[src/rtl/irqd_pkg.sv]
package irqd_pkg;
  localparam int NCPU = 2;

  typedef enum logic [2:0] {
    OP_ENABLE = 3'd0,
    OP_PRIO   = 3'd1,
    OP_TARGET = 3'd2,
    OP_RAISE  = 3'd3,
    OP_MASK   = 3'd4
  } cfg_op_e;
endpackage

[src/rtl/irqd_select.sv]
// Picks the candidate with the smallest priority value; ties keep the lower index.
module irqd_select #(
  parameter int N      = 8,
  parameter int PRIO_W = 3,
  parameter int ID_W   = 4
) (
  input  logic [N-1:0]             cand,
  input  logic [N-1:0][PRIO_W-1:0] prio,
  output logic                     found,
  output logic [ID_W-1:0]          id,
  output logic [PRIO_W-1:0]        best
);
  always_comb begin
    found = 1'b0;
    id    = '0;
    best  = '1;
    for (int i = 0; i < N; i++) begin
      if (cand[i] && (!found || prio[i] < best)) begin
        found = 1'b1;
        id    = ID_W'(i);
        best  = prio[i];
      end
    end
  end
endmodule

[src/rtl/irqd_bank.sv]
// Per-CPU copy of software-raised and private source state.
module irqd_bank #(
  parameter int N_SGI  = 4,
  parameter int N_PPI  = 2,
  parameter int PRIO_W = 3,
  parameter int ID_W   = 4,
  localparam int NL    = N_SGI + N_PPI
) (
  input  logic                      clk,
  input  logic                      rst,
  input  logic                      en_we,
  input  logic                      pr_we,
  input  logic                      raise_we,
  input  logic [ID_W-1:0]           wr_idx,
  input  logic                      wr_bit,
  input  logic [PRIO_W-1:0]         wr_prio,
  input  logic [N_PPI-1:0]          ppi_line,
  input  logic [NL-1:0]             take,
  input  logic [NL-1:0]             eoi,
  output logic [NL-1:0]             cand,
  output logic [NL-1:0]             act,
  output logic [NL-1:0][PRIO_W-1:0] prio
);
  logic [NL-1:0]    en;
  logic [NL-1:0]    act_n;
  logic [N_SGI-1:0] sgi_pend;
  logic [N_SGI-1:0] raise_vec;
  logic [N_PPI-1:0] ppi_pend;

  always_comb begin
    act_n = (act | take) & ~eoi;
    for (int l = 0; l < N_SGI; l++)
      raise_vec[l] = raise_we && (wr_idx == ID_W'(l));
  end

  always_ff @(posedge clk) begin
    if (rst) begin
      en       <= '0;
      prio     <= '0;
      act      <= '0;
      sgi_pend <= '0;
      ppi_pend <= '0;
    end else begin
      for (int l = 0; l < NL; l++) begin
        if (en_we && wr_idx == ID_W'(l)) en[l]   <= wr_bit;
        if (pr_we && wr_idx == ID_W'(l)) prio[l] <= wr_prio;
      end
      act      <= act_n;
      sgi_pend <= (sgi_pend & ~take[N_SGI-1:0]) | raise_vec;
      ppi_pend <= ppi_line & ~act_n[NL-1:N_SGI];
    end
  end

  assign cand = {ppi_pend, sgi_pend} & en & ~act;

  generate
    for (genvar l = 0; l < NL; l++) begin : g_chk
      p_take_active_r4: assert property (@(posedge clk) disable iff (rst)
        take[l] && !eoi[l] |=> act[l]);
      p_eoi_clears_r9: assert property (@(posedge clk) disable iff (rst)
        eoi[l] |=> !act[l]);
    end
  endgenerate
endmodule

[src/rtl/irq_dist2.sv]
module irq_dist2
  import irqd_pkg::*;
#(
  parameter int N_SGI  = 4,
  parameter int N_PPI  = 2,
  parameter int N_SPI  = 6,
  parameter int PRIO_W = 3,
  localparam int NL    = N_SGI + N_PPI,
  localparam int NSRC  = NL + N_SPI,
  localparam int ID_W  = $clog2(NSRC + 1),
  localparam int DW    = (PRIO_W > NCPU) ? PRIO_W : NCPU,
  localparam int CW    = $clog2(NCPU)
) (
  input  logic                            clk,
  input  logic                            rst,
  input  logic                            cfg_we,
  input  logic [2:0]                      cfg_op,
  input  logic [CW-1:0]                   cfg_cpu,
  input  logic [ID_W-1:0]                 cfg_id,
  input  logic [DW-1:0]                   cfg_data,
  input  logic [NCPU-1:0][N_PPI-1:0]      ppi_i,
  input  logic [N_SPI-1:0]                spi_i,
  input  logic [NCPU-1:0]                 ack_i,
  input  logic [NCPU-1:0]                 eoi_i,
  input  logic [NCPU-1:0][ID_W-1:0]       eoi_id_i,
  output logic [NCPU-1:0]                 irq_o,
  output logic [NCPU-1:0][ID_W-1:0]       ack_id_o
);
  localparam logic [ID_W-1:0] SPUR = '1;

  cfg_op_e op;
  logic    id_sgi, id_local, id_spi;
  logic [ID_W-1:0] spi_idx;

  assign op       = cfg_op_e'(cfg_op);
  assign id_sgi   = int'(cfg_id) < N_SGI;
  assign id_local = int'(cfg_id) < NL;
  assign id_spi   = !id_local && int'(cfg_id) < NSRC;
  assign spi_idx  = cfg_id - ID_W'(NL);

  // shared source state
  logic [N_SPI-1:0]             s_en, s_pend, s_act, s_act_n, s_own;
  logic [N_SPI-1:0][PRIO_W-1:0] s_prio;
  logic [N_SPI-1:0][NCPU-1:0]   s_tgt;
  logic [NCPU-1:0][N_SPI-1:0]   s_take, s_eoi, s_tcol, s_ocol;

  // per-CPU views
  logic [NCPU-1:0][NL-1:0]               l_cand, l_act, l_take, l_eoi;
  logic [NCPU-1:0][NL-1:0][PRIO_W-1:0]   l_prio;
  logic [NCPU-1:0][NSRC-1:0]             cand_all, act_all;
  logic [NCPU-1:0][NSRC-1:0][PRIO_W-1:0] prio_all;
  logic [NCPU-1:0]                       found, rfound, elig, grant;
  logic [NCPU-1:0][ID_W-1:0]             bid, rid;
  logic [NCPU-1:0][PRIO_W-1:0]           bpr, rpr, pmask;

  // only shared IDs can collide; CPU 0 wins a same-cycle tie
  assign grant[0] = ack_i[0] && elig[0];
  assign grant[1] = ack_i[1] && elig[1] &&
                    !(grant[0] && bid[0] == bid[1] && int'(bid[1]) >= NL);

  generate
    for (genvar c = 0; c < NCPU; c++) begin : g_cpu
      irqd_bank #(
        .N_SGI(N_SGI), .N_PPI(N_PPI), .PRIO_W(PRIO_W), .ID_W(ID_W)
      ) u_bank (
        .clk      (clk),
        .rst      (rst),
        .en_we    (cfg_we && op == OP_ENABLE && int'(cfg_cpu) == c && id_local),
        .pr_we    (cfg_we && op == OP_PRIO && int'(cfg_cpu) == c && id_local),
        .raise_we (cfg_we && op == OP_RAISE && cfg_data[c] && id_sgi),
        .wr_idx   (cfg_id),
        .wr_bit   (cfg_data[0]),
        .wr_prio  (cfg_data[PRIO_W-1:0]),
        .ppi_line (ppi_i[c]),
        .take     (l_take[c]),
        .eoi      (l_eoi[c]),
        .cand     (l_cand[c]),
        .act      (l_act[c]),
        .prio     (l_prio[c])
      );

      for (genvar l = 0; l < NL; l++) begin : g_loc
        assign l_take[c][l] = grant[c] && bid[c] == ID_W'(l);
        assign l_eoi[c][l]  = eoi_i[c] && eoi_id_i[c] == ID_W'(l);
      end

      for (genvar i = 0; i < N_SPI; i++) begin : g_shr
        assign s_take[c][i] = grant[c] && bid[c] == ID_W'(NL + i);
        assign s_eoi[c][i]  = eoi_i[c] && eoi_id_i[c] == ID_W'(NL + i) &&
                              s_act[i] && (s_own[i] == (c != 0));
        assign s_tcol[c][i] = s_tgt[i][c];
        assign s_ocol[c][i] = s_act[i] && (s_own[i] == (c != 0));
      end

      assign cand_all[c] = {s_pend & s_en & ~s_act & s_tcol[c], l_cand[c]};
      assign act_all[c]  = {s_ocol[c], l_act[c]};
      assign prio_all[c] = {s_prio, l_prio[c]};

      irqd_select #(.N(NSRC), .PRIO_W(PRIO_W), .ID_W(ID_W)) u_pick (
        .cand(cand_all[c]), .prio(prio_all[c]),
        .found(found[c]), .id(bid[c]), .best(bpr[c])
      );
      irqd_select #(.N(NSRC), .PRIO_W(PRIO_W), .ID_W(ID_W)) u_run (
        .cand(act_all[c]), .prio(prio_all[c]),
        .found(rfound[c]), .id(rid[c]), .best(rpr[c])
      );

      assign elig[c] = found[c] && bpr[c] < pmask[c] &&
                       (!rfound[c] || bpr[c] < rpr[c]);

      always_ff @(posedge clk) begin
        if (rst) begin
          irq_o[c]    <= 1'b0;
          ack_id_o[c] <= SPUR;
          pmask[c]    <= '1;
        end else begin
          irq_o[c] <= elig[c];
          if (ack_i[c]) ack_id_o[c] <= grant[c] ? bid[c] : SPUR;
          if (cfg_we && op == OP_MASK && int'(cfg_cpu) == c)
            pmask[c] <= cfg_data[PRIO_W-1:0];
        end
      end

      p_mask_gate_r10: assert property (@(posedge clk) disable iff (rst)
        irq_o[c] |-> $past(bpr[c] < pmask[c]));
      p_granted_enabled_r8: assert property (@(posedge clk) disable iff (rst)
        grant[c] && int'(bid[c]) >= NL |-> s_en[int'(bid[c]) - NL]);
    end
  endgenerate

  assign s_act_n = (s_act | s_take[0] | s_take[1]) & ~(s_eoi[0] | s_eoi[1]);

  always_ff @(posedge clk) begin
    if (rst) begin
      s_en   <= '0;
      s_prio <= '0;
      s_tgt  <= '0;
      s_pend <= '0;
      s_act  <= '0;
      s_own  <= '0;
    end else begin
      for (int i = 0; i < N_SPI; i++) begin
        if (cfg_we && id_spi && int'(spi_idx) == i) begin
          case (op)
            OP_ENABLE: s_en[i]   <= cfg_data[0];
            OP_PRIO:   s_prio[i] <= cfg_data[PRIO_W-1:0];
            OP_TARGET: s_tgt[i]  <= cfg_data[NCPU-1:0];
            default: ;
          endcase
        end
        if (s_take[1][i])      s_own[i] <= 1'b1;
        else if (s_take[0][i]) s_own[i] <= 1'b0;
      end
      s_act  <= s_act_n;
      s_pend <= spi_i & ~s_act_n;
    end
  end

  p_single_taker_r5: assert property (@(posedge clk) disable iff (rst)
    grant[0] && grant[1] |-> (bid[0] != bid[1] || int'(bid[0]) < NL));
endmodule

[config.mk]
export PLATFORM = sky130hd
export DESIGN_NAME = irq_dist2
export DESIGN_NICKNAME = d
export VERILOG_FILES = /design/src/rtl/irqd_pkg.sv /design/src/rtl/irqd_select.sv /design/src/rtl/irqd_bank.sv /design/src/rtl/irq_dist2.sv
export SDC_FILE = /design/constraint.sdc
export NUM_CORES = 1
export LEC_CHECK = 0
export CAP_MARGIN = 15
export CORE_MARGIN = 1
export CORE_UTILIZATION = 30
export DETAILED_ROUTE_END_ITERATION = 6
export GPL_ROUTABILITY_DRIVEN = 1
export SLEW_MARGIN = 20
export SYNTH_ARGS = -nofsm -noshare
export SYNTH_HDL_FRONTEND = slang
export SYNTH_SLANG_ARGS = --single-unit
[constraint.sdc]
create_clock -name clk -period 17.1 [get_ports clk]
set_input_delay 3.42 -clock clk [delete_from_list [all_inputs] [get_ports clk]]
set_output_delay 3.42 -clock clk [all_outputs]
set_load 0.03 [all_outputs]
# Word level (Yosys, flattened, before mapping)
# Index checks and enable logic that the tools add are counted.
# op_classes
n_addsub,1
order_cmp,52
n_eq_ne,59
mux,132
n_bitwise,41
n_reduce_logical,320
# ops
operator,count
1-bit logical AND,195
3-bit 2-to-1 mux,56
3-bit less-than comparator,48
4-bit by 3-bit == test with 1-bit output (second input constant),20
6-bit bitwise AND,12
4-bit == test (second input constant),18
1-bit 2-to-1 mux,62
1-bit zero test,48
1-bit logical OR,46
4-bit by 2-bit == test with 1-bit output (second input constant),11
6-bit inverter,7
4-bit 2-to-1 mux,10
2-bit AND reduction,18
6-bit bitwise OR,5
4-bit zero test,6
4-bit by 1-bit == test with 1-bit output (second input constant),5
2-bit nonzero test,6
4-bit bitwise AND,2
4-bit by 3-bit less-than comparator with 1-bit output (second input constant),2
2-bit 2-to-1 mux,4
4-bit inverter,2
4-bit bitwise OR,2
1-bit inverter,7
3-bit by 2-bit == test with 1-bit output (second input constant),2
9 further kinds,11
# totals
register_bits,142
output_inout_bits,10
elab_cells,667

# Longest topological paths before layout
# depth
depth_word,60
mapped_depth,101

# Cells and area by module
# From an unflattened synthesis, not the netlist that was laid out.
# hier_totals
cells_unflattened,1898
area_unflattened_um2,14551.5
# modules_own_cells
mod,n_inst,cells_each,area_each_um2
irqd_select at g_cpu[0].u_pick ...,3,283,1928.1
irq_dist2,1,455,3926.3
irqd_bank,2,151,1461.4
irqd_select at g_cpu[1].u_run,1,292,1918.1

# Worst setup path before layout
# OpenSTA, ideal clock, no wires.
# synth_path
path_type,reg-to-reg
start,register g_cpu[0].u_bank.act[0]
end,register s_act[4]
t_arrival_ns,16.124
slack_ns,0.857
stages_incl_launch_ff,95
n_path_buf,2
path_cell_list,dfxtp_1 -> nand3b_1 -> nor2_1 -> ha_1 -> o21ai_1 -> o21ai_1 -> a21oi_1 -> inv_1 -> ha_1 -> o311ai_0 -> a21oi_1 -> o32ai_2 -> and2_4 -> mux2i_1 -> ha_1 -> a21o_1 -> nor2_1 -> nand4b_1 -> [59 not listed] -> ha_1 -> a21o_1 -> a211oi_1 -> nor2_1 -> nor2_1 -> buf_2 -> nand2_1 -> o21ai_0 -> ha_1 -> a21oi_1 -> o21ai_0 -> a21oi_1 -> o211a_1 -> and3b_1 -> a32oi_2 -> a2111oi_4 -> a21oi_2 -> o31a_1
# synth_via
elab_chain_len,58
# synth_rtl
item,line,source
"start, declared",irqd_bank.sv:21,"output logic [NL-1:0] act,"
"start signal, assigned",irqd_bank.sv:48,act <= act_n;
6-bit inverter,irqd_bank.sv:54,"assign cand = {ppi_pend, sgi_pend} & en & ~act;"
6-bit bitwise AND,irqd_bank.sv:54,
3-bit 2-to-1 mux / 1-bit 2-to-1 mux (equally long branches),irqd_select.sv:18,if (cand[i] && (!found || prio[i] < best)) begin
3-bit less-than comparator / 1-bit zero test (equally long branches),irqd_select.sv:18,
1-bit logical OR,irqd_select.sv:18,
1-bit logical AND,irqd_select.sv:18,
3-bit 2-to-1 mux / 1-bit 2-to-1 mux (equally long branches),irqd_select.sv:18,
3-bit less-than comparator / 1-bit zero test (equally long branches),irqd_select.sv:18,
[41 not listed],--,
1-bit logical AND,irq_dist2.sv:108,assign elig[c] = found[c] && bpr[c] < pmask[c] &&
1-bit logical AND,irq_dist2.sv:57,assign grant[0] = ack_i[0] && elig[0];
1-bit logical AND (2 in series),irq_dist2.sv:59,!(grant[0] && bid[0] == bid[1] && int'(bid[1]) >= NL);
1-bit zero test,irq_dist2.sv:59,
1-bit logical AND,irq_dist2.sv:58,assign grant[1] = ack_i[1] && elig[1] &&
1-bit logical AND,irq_dist2.sv:88,assign s_take[c][i] = grant[c] && bid[c] == ID_W'(NL + i);
6-bit bitwise OR (*),irq_dist2.sv:131,assign s_act_n = (s_act | s_take[0] | s_take[1]) & ~(s_eoi[0] | s_eoi[1]);
6-bit bitwise AND (*),irq_dist2.sv:131,
"end signal, assigned",irq_dist2.sv:154,s_act <= s_act_n;
"end, declared",irq_dist2.sv:42,"logic [N_SPI-1:0] s_en, s_pend, s_act, s_act_n, s_own;"
# Mark *: on every way between the ends. The rest lies on a longest branch, timed or not.
# A chain may end at the register's enable or synchronous reset.

# Final worst setup path
# layout_path
start,register g_cpu[0].u_bank.act[0]
end,register s_pend[2]
# layout_via
elab_chain_len,60
# layout_rtl
item,line,source
6-bit inverter,irqd_bank.sv:54,
6-bit bitwise AND,irqd_bank.sv:54,
3-bit 2-to-1 mux / 1-bit 2-to-1 mux (equally long branches),irqd_select.sv:18,
3-bit less-than comparator / 1-bit zero test (equally long branches),irqd_select.sv:18,
1-bit logical OR,irqd_select.sv:18,
1-bit logical AND,irqd_select.sv:18,
3-bit 2-to-1 mux / 1-bit 2-to-1 mux (equally long branches),irqd_select.sv:18,
3-bit less-than comparator / 1-bit zero test (equally long branches),irqd_select.sv:18,
[43 not listed],--,
1-bit logical AND (2 in series),irq_dist2.sv:59,
1-bit zero test,irq_dist2.sv:59,
1-bit logical AND,irq_dist2.sv:58,
1-bit logical AND,irq_dist2.sv:88,
6-bit bitwise OR (*),irq_dist2.sv:131,
6-bit bitwise AND (*),irq_dist2.sv:131,
6-bit inverter (*),irq_dist2.sv:155,s_pend <= spi_i & ~s_act_n;
6-bit bitwise AND (*),irq_dist2.sv:155,
"end signal, assigned",irq_dist2.sv:155,
"end, declared",irq_dist2.sv:42,
# Marked as above.

==> run metrics <==
met1 WL between 15 and 20 mm; DRC 0; DR vias 12800; status complete, no violations; IO Pins 46; data required time of the worst path 17.49 ns; share of cells above drive strength 1 14.8%; area grow syn2layout 20.1%; vias in the first global route 12000; DR WL met2 19.8 mm; placed cells 2197; register area 0.00284 mm^2; Worst Min Path Start g_cpu[0].u_bank.en[3]; H-tree depth 4; post-route clock period utilization 96.1%; 1st-iter DRT viols 1254; first-pass GRT wire length 66.6 mm; Worst-Skew Late Latency 0.44 ns; Yosys cell types 103; PD cells 51.2 mW/mm^2; Achievable Freq 0.0609 GHz; chip width 204 um; Die ar. between 0.04 and 0.05 mm^2; WL met3 2.41 mm; maxcap violations 0; largest net degree at the start of global routing between 80 and 90; post-synthesis mux area share under 10%; 1st-pass router iterations 6; post-synthesis cell count about 1600; final setup fails 0; flops & latches, synth 142; vias per cell 5.70; Post-synth ARST share 0%; main combinational cell family by area after synthesis compound AO/OA/AOI/OAI gates; Hold Path Class reg -> reg; CTS max path bufs 2; final hold viol count 0; Worst setup EP type flip-flop; r2r worst-path depth 96; Main synth FF type dfxtp_1; CTS tree done; reg2reg start g_cpu[0].u_bank.act[0]; chip height 204 um; initial antenna violation count 0; CORE AREA 0.0399 mm^2; Leakage between 6 and 7 nW; Mapped Avg Cell Area 7.47 um^2; hold depth 2; fin cells 2252; GRT overflow 0; RSZ-0062 raised after global routing true; worst stage delay on the critical path 0.39 ns; Antenna Nets Post-Route 0; highest routing layer actually used met4; post-synthesis net count between 1500 and 2000; CTS buffer count 17; clock root buffer clkbuf_16; Setup CP Type reg -> reg; Synth Area in Compound Gates 27.8%; drt total wl 43.1 mm; number of synthesized flops with an enable pin 0; Syn. warnings 0; r2r endpoint s_pend[2]; gpl congestion 0.928; Fill cells 4082; register area share after synthesis roughly a quarter; Final nets ~1800; Global Route Usage Sum between 20% and 30%; crit path time final 16.43 ns; cell mode on critical path ha_1; CP max stage cell a2111o_1; skew final 0.0116 ns; Inserted Diodes 0; Worst EP arrival 16.82 ns; reg-to-reg slack, setup 0.67 ns; mapped cell area 0.0122 mm^2; simple-gate share of the synthesized area approximately 26%; Multi-input gate area 0.00923 mm^2; Slew @ Worst Pin 0.993 ns; clock sink count 142; Hold Crit Endpoint g_cpu[0].u_bank.en[3]; peak supply drop 66.2 uV; DR WL/cell roughly 19 um; CTS clk-pin slew, worst paths 0.07 ns; Post-Synth Adder-Cell Area 9.12%; # rows 73; Starting Density 30.6%; XOR/XNOR share of the synthesized area 0.205%; Slew Viols, Final 0; PortBufs 45; Slew headroom 33.8%; Setup TNS 0 ns; Post-DP HPWL 32.9 mm; CP startpoint kind flip-flop; Max FO, Critical Path 6
per-stage QoR:
step	util [%]	hold slack, ns	instance area [um^2]	total power, mW	worst slack, ns
4_1_cts	35.2	0.456	14000	0.754	0.00119
3_5_place_dp	33.7	0.447	13400	0.383	-0.843
5_1_grt	36.7	0.474	14700	0.772	-0.307
3_3_place_gp	33.7	0.441	13400	0.382	-0.739
2_1_floorplan	-	0.432	12200	0.360	0.857
6_report	36.7	0.459	14700	0.751	0.668
placed cells by master, fill, tap and decap left out, types with 7 or more instances in the layout:
| cell type | n |
|---|---|
| a211o_1 | 8 |
| a21o_1 | 24 |
| a21oi_1 | 127 |
| a21oi_2 | 13 |
| a31oi_1 | 14 |
| and2_1 | 15 |
| and3_1 | 17 |
| buf_4 | 64 |
| clkbuf_16 | 17 |
| clkdlybuf4s50_1 | 44 |
| dfxtp_1 | 141 |
| ha_1 | 85 |
| inv_1 | 104 |
| mux2_2 | 25 |
| mux2i_1 | 69 |
| mux2i_2 | 8 |
| nand2_1 | 176 |
| nand2b_1 | 32 |
| nand3_1 | 59 |
| nand3b_1 | 17 |
| nand4_1 | 7 |
| nor2_1 | 184 |
| nor2_2 | 7 |
| nor2b_1 | 22 |
| nor3_1 | 19 |
| nor3b_1 | 12 |
| o211ai_1 | 9 |
| o21a_1 | 27 |
| o21ai_0 | 88 |
| o21ai_2 | 8 |
| o21bai_1 | 13 |
| o22ai_1 | 13 |
| o31ai_1 | 14 |
| o32ai_1 | 11 |
| or3_1 | 20 |
worst max path at each step:
stage	from	to	slack [ns]
2_1_floorplan	g_cpu[0].u_bank.act[0]	s_act[4]	0.86
3_3_place_gp	g_cpu[1].u_bank.act[0]	g_cpu[1].u_bank.ppi_pend[0]	-0.74
3_5_place_dp	g_cpu[1].u_bank.act[0]	g_cpu[1].u_bank.ppi_pend[0]	-0.84
4_1_cts	g_cpu[1].u_bank.act[0]	g_cpu[1].u_bank.ppi_pend[0]	0.001
5_1_grt	g_cpu[0].u_bank.act[0]	s_pend[2]	-0.31
6_report	g_cpu[0].u_bank.act[0]	s_pend[2]	0.67
state kept, by name, indices dropped and copies added, names as in the netlist:
signal / cells
s_pend: 6
g_cpu.u_bank.en: 12
irq_o: 2
pmask: 6
g_cpu.u_bank.ppi_pend: 4
s_act: 6
s_own: 6
g_cpu.u_bank.prio: 36
g_cpu.u_bank.act: 12
ack_id_o: 8
prio_all: 18
s_tcol: 12
s_en: 6
g_cpu.u_bank.sgi_pend: 8
worst max-delay path: cells and delay by family, from the launching register on:
kind                     cells  cell delay (ns)
AO/OA/AOI/OAI               40             6.96
AND/OR/NAND/NOR             25             3.58
adder cells (fa/ha/maj)     12             2.87
multiplexers                 7             1.57
buffers and inverters       12             1.02
flip-flops                   1             0.31
Yosys cell counts, drive strengths merged (6+ instances only):
library cell / instances / area share, %
a2111oi: 6 / 0.64
a211o: 8 / 0.57
a211oi: 8 / 0.57
a21boi: 8 / 0.52
a21o: 24 / 1.5
a21oi: 144 / 6.0
a31oi: 18 / 0.92
a32oi: 6 / 0.55
a41oi: 6 / 0.55
and2: 18 / 0.95
and3: 17 / 0.87
and3b: 7 / 0.50
clkbuf: 46 / 1.4
dfxtp: 142 / 23
ha: 89 / 9.1
inv: 106 / 3.3
mux2: 27 / 2.5
mux2i: 79 / 6.5
nand2: 179 / 5.5
nand2b: 33 / 1.7
nand3: 59 / 2.4
nand3b: 18 / 1.2
nand4: 7 / 0.36
nand4b: 6 / 0.43
nor2: 196 / 6.1
nor2b: 23 / 1.2
nor3: 24 / 0.98
nor3b: 15 / 0.92
nor4: 6 / 0.31
o211ai: 11 / 0.83
o21a: 29 / 1.8
o21ai: 105 / 4.4
o21bai: 17 / 1.1
o22ai: 13 / 0.67
o31ai: 14 / 0.86
o32ai: 14 / 1.2
o41ai: 8 / 0.85
or2: 8 / 0.41
or3: 20 / 1.0
what timing repair did:
action                                 4_1_cts  5_1_grt
endpoints found under the hold margin        0        0
gates resized for setup                      7      104
setup endpoints to repair                   34       52
pin swaps                                    0       38
setup buffers                                0       23
hold buffers                                 0        0
gates cloned                                 0        0
report_power, final:
group / leakage [nW] / switching, mW / internal (mW) / total (mW)
clock: 0.274 / 0.169 / 0.206 / 0.375
sequential: 1.15 / 0.00118 / 0.332 / 0.334
combinational: 4.85 / 0.0284 / 0.0141 / 0.0425
metal layers:
metal	vias up	global-route usage, %
met1	6185	27.5
met2	463	33.2
li1	6127	-
met4	0	7.09
met5	-	0
met3	70	2.43
kinds of logic after synthesis:
logic type	Yosys count
simple gates	646
flops	142
mux	106
compound gates	492
buf+inv	158
xor+xnor	2
fa+ha+maj	89
final cells by class:
cell class	count	area share [%]
clock inverter	14	1.01
inverter	107	2.74
clock buffer	18	2.93
tap	525	4.48
timing repair buffer	111	6.51
multi-input combinational	1335	62.9
sequential	142	19.4
(Power assumes the default switching activity.)
